[config.mk]
export PLATFORM = sky130hd
export DESIGN_NAME = prio_irq_ctrl
export DESIGN_NICKNAME = d
export VERILOG_FILES = /design/src/rtl/pic_pkg.sv /design/src/rtl/pic_regfile.sv /design/src/rtl/pic_select.sv /design/src/rtl/pic_sequencer.sv /design/src/rtl/prio_irq_ctrl.sv
export SDC_FILE = /design/constraint.sdc
export NUM_CORES = 1
export LEC_CHECK = 0
export ABC_CLOCK_PERIOD_IN_PS = 122500
export BUFFER_PORTS_ARGS = -buffer_cell sky130_fd_sc_hd__clkbuf_2
export CELL_PAD_IN_SITES_DETAIL_PLACEMENT = 1
export CELL_PAD_IN_SITES_GLOBAL_PLACEMENT = 1
export CORE_MARGIN = 4
export CORE_UTILIZATION = 23
export CTS_BUF_LIST = sky130_fd_sc_hd__clkbuf_2
export DETAILED_ROUTE_END_ITERATION = 10
export PLACE_DENSITY = 0.47
export SYNTH_ARGS = -nofsm -noshare
export SYNTH_HDL_FRONTEND = slang
export SYNTH_SLANG_ARGS = --single-unit
[constraint.sdc]
create_clock -name clk -period 122.5 [get_ports clk]
set_input_delay 6.125 -clock clk [delete_from_list [all_inputs] [get_ports clk]]
set_output_delay 6.125 -clock clk [all_outputs]
set_load 0.01 [all_outputs]
[src/rtl/pic_pkg.sv]
package pic_pkg;
    typedef enum logic [1:0] {
        ST_IDLE  = 2'd0,
        ST_SERVE = 2'd1,
        ST_NMI   = 2'd2
    } pic_state_t;

    localparam logic [11:0] OFS_EN_SET   = 12'h100;
    localparam logic [11:0] OFS_EN_CLR   = 12'h180;
    localparam logic [11:0] OFS_PEND_SET = 12'h200;
    localparam logic [11:0] OFS_PEND_CLR = 12'h280;
    // priority words occupy 0x400 upwards: bits [11:10] == 2'b01
    localparam logic [1:0]  PRIO_PAGE    = 2'b01;
endpackage

[src/rtl/pic_regfile.sv]
module pic_regfile
    import pic_pkg::*;
#(
    parameter int N_IRQ  = 32,
    parameter int PRIO_W = 2,
    localparam int ID_W  = $clog2(N_IRQ),
    localparam int N_WRD = (N_IRQ + 3) / 4
) (
    input  logic                    clk,
    input  logic                    rst_n,
    input  logic                    bus_sel,
    input  logic                    bus_wr,
    input  logic [11:0]             bus_addr,
    input  logic [31:0]             bus_wdata,
    output logic [31:0]             bus_rdata,
    input  logic [N_IRQ-1:0]        irq_in,
    input  logic [N_IRQ-1:0]        irq_level,
    input  logic                    clr_valid,
    input  logic [ID_W-1:0]         clr_id,
    output logic [N_IRQ-1:0]        en_q,
    output logic [N_IRQ-1:0]        pend_q,
    output logic [N_IRQ*PRIO_W-1:0] prio_flat
);
    logic             wr_en_set, wr_en_clr, wr_pd_set, wr_pd_clr, prio_hit, prio_wr;
    logic [7:0]       prio_sel;
    logic [N_IRQ-1:0] irq_q, hw_set, en_d, pend_d;

    assign wr_en_set = bus_sel && bus_wr && (bus_addr == OFS_EN_SET);
    assign wr_en_clr = bus_sel && bus_wr && (bus_addr == OFS_EN_CLR);
    assign wr_pd_set = bus_sel && bus_wr && (bus_addr == OFS_PEND_SET);
    assign wr_pd_clr = bus_sel && bus_wr && (bus_addr == OFS_PEND_CLR);
    assign prio_sel  = bus_addr[9:2];
    assign prio_hit  = (bus_addr[11:10] == PRIO_PAGE) && (bus_addr[1:0] == 2'b00)
                       && (prio_sel < 8'(N_WRD));
    assign prio_wr   = bus_sel && bus_wr && prio_hit;

    // level lines set while high; pulse lines set on a rising edge
    assign hw_set = (irq_in & irq_level) | (irq_in & ~irq_q & ~irq_level);

    always_comb begin
        en_d = en_q;
        if (wr_en_set) en_d = en_d | bus_wdata[N_IRQ-1:0];
        if (wr_en_clr) en_d = en_d & ~bus_wdata[N_IRQ-1:0];
    end

    always_comb begin
        pend_d = pend_q;
        if (wr_pd_clr) pend_d = pend_d & ~bus_wdata[N_IRQ-1:0];
        if (clr_valid) pend_d[clr_id] = 1'b0;
        pend_d = pend_d | hw_set;
        if (wr_pd_set) pend_d = pend_d | bus_wdata[N_IRQ-1:0];
    end

    always_ff @(posedge clk or negedge rst_n) begin
        if (!rst_n) begin
            en_q   <= '0;
            pend_q <= '0;
            irq_q  <= '0;
        end else begin
            en_q   <= en_d;
            pend_q <= pend_d;
            irq_q  <= irq_in;
        end
    end

    for (genvar g = 0; g < N_IRQ; g++) begin : g_prio
        logic [PRIO_W-1:0] lvl_q;
        always_ff @(posedge clk or negedge rst_n) begin
            if (!rst_n)
                lvl_q <= '0;
            else if (prio_wr && (prio_sel == 8'(g / 4)))
                lvl_q <= bus_wdata[8*(g%4)+8-PRIO_W +: PRIO_W];
        end
        assign prio_flat[g*PRIO_W +: PRIO_W] = lvl_q;
    end

    always_comb begin
        bus_rdata = '0;
        if (bus_sel && !bus_wr) begin
            if (bus_addr == OFS_EN_SET || bus_addr == OFS_EN_CLR)
                bus_rdata[N_IRQ-1:0] = en_q;
            else if (bus_addr == OFS_PEND_SET || bus_addr == OFS_PEND_CLR)
                bus_rdata[N_IRQ-1:0] = pend_q;
            else if (prio_hit) begin
                for (int j = 0; j < 4; j++) begin
                    if (int'(prio_sel) * 4 + j < N_IRQ)
                        bus_rdata[8*j+8-PRIO_W +: PRIO_W] =
                            prio_flat[(int'(prio_sel) * 4 + j) * PRIO_W +: PRIO_W];
                end
            end
        end
    end
endmodule

[src/rtl/pic_select.sv]
module pic_select #(
    parameter int N_IRQ  = 32,
    parameter int PRIO_W = 2,
    localparam int ID_W  = $clog2(N_IRQ)
) (
    input  logic [N_IRQ-1:0]        en_q,
    input  logic [N_IRQ-1:0]        pend_q,
    input  logic [N_IRQ*PRIO_W-1:0] prio_flat,
    output logic                    cand_ok,
    output logic [ID_W-1:0]         cand_id,
    output logic [PRIO_W-1:0]       cand_prio
);
    logic [N_IRQ-1:0] live;
    assign live = en_q & pend_q;

    // descending scan with <= lets the lowest number win a tie
    always_comb begin
        cand_ok   = 1'b0;
        cand_id   = '0;
        cand_prio = '1;
        for (int i = N_IRQ - 1; i >= 0; i--) begin
            if (live[i] && (!cand_ok || prio_flat[i*PRIO_W +: PRIO_W] <= cand_prio)) begin
                cand_ok   = 1'b1;
                cand_id   = ID_W'(i);
                cand_prio = prio_flat[i*PRIO_W +: PRIO_W];
            end
        end
    end
endmodule

[src/rtl/pic_sequencer.sv]
module pic_sequencer
    import pic_pkg::*;
#(
    parameter int N_IRQ  = 32,
    parameter int PRIO_W = 2,
    localparam int ID_W  = $clog2(N_IRQ),
    localparam int LVLS  = 2 ** PRIO_W,
    localparam int SP_W  = $clog2(LVLS),
    localparam int DEP_W = $clog2(LVLS + 1)
) (
    input  logic                    clk,
    input  logic                    rst_n,
    input  logic                    nmi_in,
    input  logic                    ack,
    input  logic                    done,
    input  logic                    cand_ok,
    input  logic [ID_W-1:0]         cand_id,
    input  logic [PRIO_W-1:0]       cand_prio,
    input  logic [N_IRQ*PRIO_W-1:0] prio_flat,
    output logic                    clr_valid,
    output logic [ID_W-1:0]         clr_id,
    output logic                    req_valid,
    output logic                    req_nmi,
    output logic [ID_W-1:0]         req_id,
    output logic                    act_valid,
    output logic                    act_nmi,
    output logic [ID_W-1:0]         act_id
);
    pic_state_t        state_q, state_d;
    logic [DEP_W-1:0]  dep_q;
    logic [ID_W-1:0]   stk_q [LVLS];
    logic [SP_W-1:0]   top_idx, push_idx;
    logic [ID_W-1:0]   top_id;
    logic [PRIO_W-1:0] top_prio;
    logic              nmi_q, nmi_pend, preempt_ok;
    logic              do_push, do_pop, do_chain, nmi_take;

    assign top_idx    = SP_W'(dep_q - 1'b1);
    assign push_idx   = SP_W'(dep_q);
    assign top_id     = stk_q[top_idx];
    assign top_prio   = prio_flat[top_id*PRIO_W +: PRIO_W];
    assign preempt_ok = cand_ok && ((dep_q == '0) || (cand_prio < top_prio));

    // next state and the stack operations of each transition
    always_comb begin
        state_d  = state_q;
        do_push  = 1'b0;
        do_pop   = 1'b0;
        do_chain = 1'b0;
        nmi_take = 1'b0;
        unique case (state_q)
            ST_IDLE: begin
                if (ack && nmi_pend) begin            // nmi-enter
                    nmi_take = 1'b1;
                    state_d  = ST_NMI;
                end else if (ack && preempt_ok) begin // start
                    do_push = 1'b1;
                    state_d = ST_SERVE;
                end
            end
            ST_SERVE: begin
                if (done) begin
                    if (dep_q == DEP_W'(1)) begin
                        if (cand_ok) do_chain = 1'b1; // chain
                        else begin                    // retire
                            do_pop  = 1'b1;
                            state_d = ST_IDLE;
                        end
                    end else
                        do_pop = 1'b1;                // return
                end else if (ack && nmi_pend) begin   // nmi-enter
                    nmi_take = 1'b1;
                    state_d  = ST_NMI;
                end else if (ack && preempt_ok)       // nest
                    do_push = 1'b1;
            end
            ST_NMI: begin
                if (done)                             // nmi-exit
                    state_d = (dep_q == '0) ? ST_IDLE : ST_SERVE;
            end
            default: state_d = ST_IDLE;
        endcase
    end

    always_ff @(posedge clk or negedge rst_n) begin
        if (!rst_n) state_q <= ST_IDLE;
        else        state_q <= state_d;
    end

    always_ff @(posedge clk or negedge rst_n) begin
        if (!rst_n) begin
            dep_q    <= '0;
            nmi_q    <= 1'b0;
            nmi_pend <= 1'b0;
            for (int k = 0; k < LVLS; k++) stk_q[k] <= '0;
        end else begin
            nmi_q    <= nmi_in;
            nmi_pend <= (nmi_pend && !nmi_take) || (nmi_in && !nmi_q);
            if (do_push) begin
                stk_q[push_idx] <= cand_id;
                dep_q           <= dep_q + 1'b1;
            end else if (do_chain)
                stk_q[top_idx] <= cand_id;
            else if (do_pop)
                dep_q <= dep_q - 1'b1;
        end
    end

    // outputs
    always_comb begin
        clr_valid = do_push || do_chain;
        clr_id    = cand_id;
        req_nmi   = nmi_pend && (state_q != ST_NMI);
        req_valid = req_nmi || ((state_q != ST_NMI) && preempt_ok);
        req_id    = cand_id;
        act_valid = (state_q != ST_IDLE);
        act_nmi   = (state_q == ST_NMI);
        act_id    = (state_q == ST_SERVE) ? top_id : '0;
    end
endmodule

[src/rtl/prio_irq_ctrl.sv]
module prio_irq_ctrl #(
    parameter int N_IRQ  = 32,
    parameter int PRIO_W = 2,
    localparam int ID_W  = $clog2(N_IRQ)
) (
    input  logic             clk,
    input  logic             rst_n,
    input  logic             bus_sel,
    input  logic             bus_wr,
    input  logic [11:0]      bus_addr,
    input  logic [31:0]      bus_wdata,
    output logic [31:0]      bus_rdata,
    input  logic [N_IRQ-1:0] irq_in,
    input  logic [N_IRQ-1:0] irq_level,
    input  logic             nmi_in,
    input  logic             ack,
    input  logic             done,
    output logic             req_valid,
    output logic             req_nmi,
    output logic [ID_W-1:0]  req_id,
    output logic             act_valid,
    output logic             act_nmi,
    output logic [ID_W-1:0]  act_id
);
    logic [N_IRQ-1:0]        en_q, pend_q;
    logic [N_IRQ*PRIO_W-1:0] prio_flat;
    logic                    cand_ok, clr_valid;
    logic [ID_W-1:0]         cand_id, clr_id;
    logic [PRIO_W-1:0]       cand_prio;

    pic_regfile #(.N_IRQ(N_IRQ), .PRIO_W(PRIO_W)) u_regs (
        .clk(clk), .rst_n(rst_n), .bus_sel(bus_sel), .bus_wr(bus_wr),
        .bus_addr(bus_addr), .bus_wdata(bus_wdata), .bus_rdata(bus_rdata),
        .irq_in(irq_in), .irq_level(irq_level), .clr_valid(clr_valid),
        .clr_id(clr_id), .en_q(en_q), .pend_q(pend_q), .prio_flat(prio_flat)
    );

    pic_select #(.N_IRQ(N_IRQ), .PRIO_W(PRIO_W)) u_sel (
        .en_q(en_q), .pend_q(pend_q), .prio_flat(prio_flat),
        .cand_ok(cand_ok), .cand_id(cand_id), .cand_prio(cand_prio)
    );

    pic_sequencer #(.N_IRQ(N_IRQ), .PRIO_W(PRIO_W)) u_seq (
        .clk(clk), .rst_n(rst_n), .nmi_in(nmi_in), .ack(ack), .done(done),
        .cand_ok(cand_ok), .cand_id(cand_id), .cand_prio(cand_prio),
        .prio_flat(prio_flat), .clr_valid(clr_valid), .clr_id(clr_id),
        .req_valid(req_valid), .req_nmi(req_nmi), .req_id(req_id),
        .act_valid(act_valid), .act_nmi(act_nmi), .act_id(act_id)
    );
endmodule

==> results by group <==
Timing
  – Worst Tran Pin Value: ~1.2 ns
  – Fin. Hold Viols: 0
  – Max Clk Rate: 18.0 MHz
  – Total negative slack: 0 ns
  – Post-route clock period utilization: 45.4%
  – RSZ-0062 raised after global routing: false
  – Tmin final: roughly 56 ns
  – Fin. max-slew vios: 0
  – Setup Skew: approximately 0.07 ns
  – Final WS setup: 66.94 ns
  – Slew headroom: between 20% and 30%
  – Final setup viols: 0

Synth
  – Ys flop type: dfrtp_1
  – Synthesized cell area: between 10,000 and 15,000 um^2
  – Post-synth EDFFs: 0
  – #FFs+latches synth: roughly 190
  – Cell count after synthesis: ~1,500
  – Synth warn: 0
  – Seq/Total Area, Yosys: about a third
  – Post-Syn Area per Cell: 9.21 um^2
  – Synth async-reset ratio: between 90% and 100%
  – Synth unique cells: 82
  – Net count after synthesis: 1,677

GRT
  – Initial antenna violation count: 3
  – Vias in the first global route: 13,200
  – Total GRT Usage: approximately 18%
  – Largest net degree at the start of global routing: between 60 and 70
  – First-pass GRT wire length: between 80,000 and 90,000 um
  – Gr ovfl total: 0

Critical path
  – Top cell by count, worst path: ha_1
  – CP Class: reg -> out
  – Arr. time, crit path: just under 50 ns
  – Critical path's slowest cell: nor2_1
  – Req. time, crit path: about 120 ns
  – Critical path launch point: u_regs.pend_q[31]
  – Worst r2r src: u_regs.pend_q[31]
  – Setup crit end kind: output pin
  – Startpoint types: register
  – Worst Path Max Fanout: 11
  – Slowest stage delay, CP: about 0.66 ns

Layout
  – Syn-to-layout area delta: 13.8%
  – Layout cell share with drive strength beyond 1: between 20 and 25%
  – Fillcell total: approximately 7,000
  – Post-layout net count: 1,804

Place
  – DP HPWL: 46,100 um
  – Dpl ws: between 60 and 70 ns
  – GPL Wtd Cong: 0.842
  – I/O Buffers: 160

Power
  – Pwr dens: around 8.0 nW/um^2
  – Max rail drop VDD: 0.00670 mV
  – Pleak: between 6 and 7 nW

CTS
  – Clock Latency Late Sink: about 1.1 ns
  – TritonCTS clock tree: built
  – H-Tree Depth: 4
  – Clk sinks: between 150 and 200
  – Clk slew on worst S/H paths: between 0.2 and 0.3 ns
  – Clk buf depth: 2
  – CTS root buffer: clkbuf_2
  – Post-cts hold buffer count: 0
  – Post-cts resize count: 0
  – TritonCTS buffer count: 17
  – Post-CTS Setup Bufs: 0

Die
  – Die ar.: ~64,000 um^2
  – Site Rows: 89
  – Core Region: 59,000 um^2
  – Initial Util: around a quarter
  – IO Pins: about 160
  – Die height: approximately 250 um
  – Die W: 252 um

Routing
  – Via count: ~13,000
  – Drt pass-1 iters: 5
  – Wirelength, routed: around 58,000 um
  – Remaining DRCs: 0
  – Iteration-0 DRC Markers: 775
  – DR vias/cell: between 5 and 6
  – Per-cell routed wire length: 24.0 um
  – ANT nets after route: 0

Status
  – Status: complete, no violations

Min path
  – Hold/Removal Path Class: reg -> reg
  – Beginning of the worst hold path: u_seq.nmi_q

Run
  – Max Cap Viol: 0
==> area by class of cell <==
class / instances / area, um^2 / share of cell area, %
Multi-Input combinational cell: 1170 / 8550 / 54.7
Sequential cell: 187 / 4680 / 29.9
Tap cell: 773 / 967 / 6.19
Timing Repair Buffer: 180 / 960 / 6.14
Inverter: 62 / 233 / 1.49
Clock inverter: 14 / 134 / 0.857
Clock buffer: 18 / 90.1 / 0.577
Antenna cell: 5 / 12.5 / 0.0801
==> where the power goes <==
part / switching [W] / total, W / internal [W]
Sequential: 0.00000199 / 0.0000655 / 0.0000635
Combinational: 0.0000154 / 0.0000250 / 0.00000957
Clock: 0.0000260 / 0.0000340 / 0.00000804
==> final timing paths <==
path,to,slack [ns],cells after the start
worst max-delay path,req_valid,66.94,224
worst min-delay path,u_seq.nmi_pend,0.46,1
worst max register to register,u_regs.pend_q[15],72.85,225
worst min register to register,u_seq.nmi_pend,0.46,1
max in group asynchronous,u_regs.g_prio[13].lvl_q[0],115.33,3
min in group asynchronous,u_regs.irq_q[27],4.96,1
==> cells in the final DEF, fill, tap and decap left out, types with 32 or more instances in the layout <==
master and n:
dfrtp_1 187, inv_1 60, nand2_1 198, clkbuf_2 177, and2_1 32, nand2b_1 46
a31oi_1 41, nor2b_1 32, nor2_1 99, mux4_2 37, a21oi_1 82, a22oi_1 65
ha_1 71, mux2_2 65, o21ai_0 73
==> metrics by stage <==
stage / utilization, % / instance area, um^2 / instances / power [W] / hold slack, ns
global placement: 26.1 / 15400 / 2372 / 0.0000914 / 0.424
detailed placement: 26.1 / 15400 / 2372 / 0.0000918 / 0.421
floorplan: - / 13700 / 1491 / 0.0000809 / 0.410
CTS: 26.5 / 15600 / 2404 / 0.000127 / 0.472
global route: 26.5 / 15600 / 2408 / 0.000132 / 0.500
finish: 26.5 / 15600 / 2409 / 0.000124 / 0.464
==> worst max-delay path: cells and delay by family, from the launching register on <==
kind	cells	cell delay (ns)
simple gates	73	13.21
compound gates	105	23.81
buf+inv	11	1.13
flops	1	0.57
mux	3	0.81
fa+ha+maj	32	8.77
==> cells in the mapped netlist, types with 11 or more instances <==
| library cell | number | share of area [%] |
|---|---|---|
| a211oi_1 | 16 | 0.87 |
| a21boi_0 | 20 | 1.1 |
| a21oi_1 | 82 | 3.0 |
| a22oi_1 | 65 | 3.6 |
| a22oi_2 | 13 | 1.2 |
| a2bb2oi_1 | 13 | 0.83 |
| a31oi_1 | 41 | 1.9 |
| a41oi_2 | 13 | 1.5 |
| and2_1 | 32 | 1.5 |
| clkbuf_1 | 57 | 1.6 |
| dfrtp_1 | 187 | 34 |
| ha_1 | 71 | 6.5 |
| inv_1 | 60 | 1.6 |
| mux2_2 | 65 | 5.3 |
| mux2i_1 | 15 | 1.1 |
| mux4_2 | 37 | 6.1 |
| nand2_1 | 198 | 5.4 |
| nand2b_1 | 46 | 2.1 |
| nand3_1 | 17 | 0.62 |
| nor2_1 | 99 | 2.7 |
| nor2b_1 | 33 | 1.5 |
| nor3_1 | 20 | 0.73 |
| o21ai_0 | 73 | 2.7 |
| or2_2 | 11 | 0.50 |
| or3_1 | 11 | 0.50 |
==> metal layers <==
layer  track usage [%]  up-vias  share of wire (%)
met1              26.7     6440                 50
met4              4.51        0                1.7
met3              3.29       41                3.9
met2              27.9      242                 44
met5                 0        -                  0
li1                  -     5853                  -
==> cells by family after synthesis <==
kind of cell             count (synthesis)  share of synthesized area (%)
AND/OR/NAND/NOR                        521                           18.5
AO/OA/AOI/OAI                          459                           24.4
flip-flops                             187                           34.1
buffers and inverters                  134                           3.91
multiplexers                           117                           12.5
adder cells (fa/ha/maj)                 71                           6.47
XOR/XNOR                                 2                          0.128
Note: power is estimated with default switching activity, not from simulation.
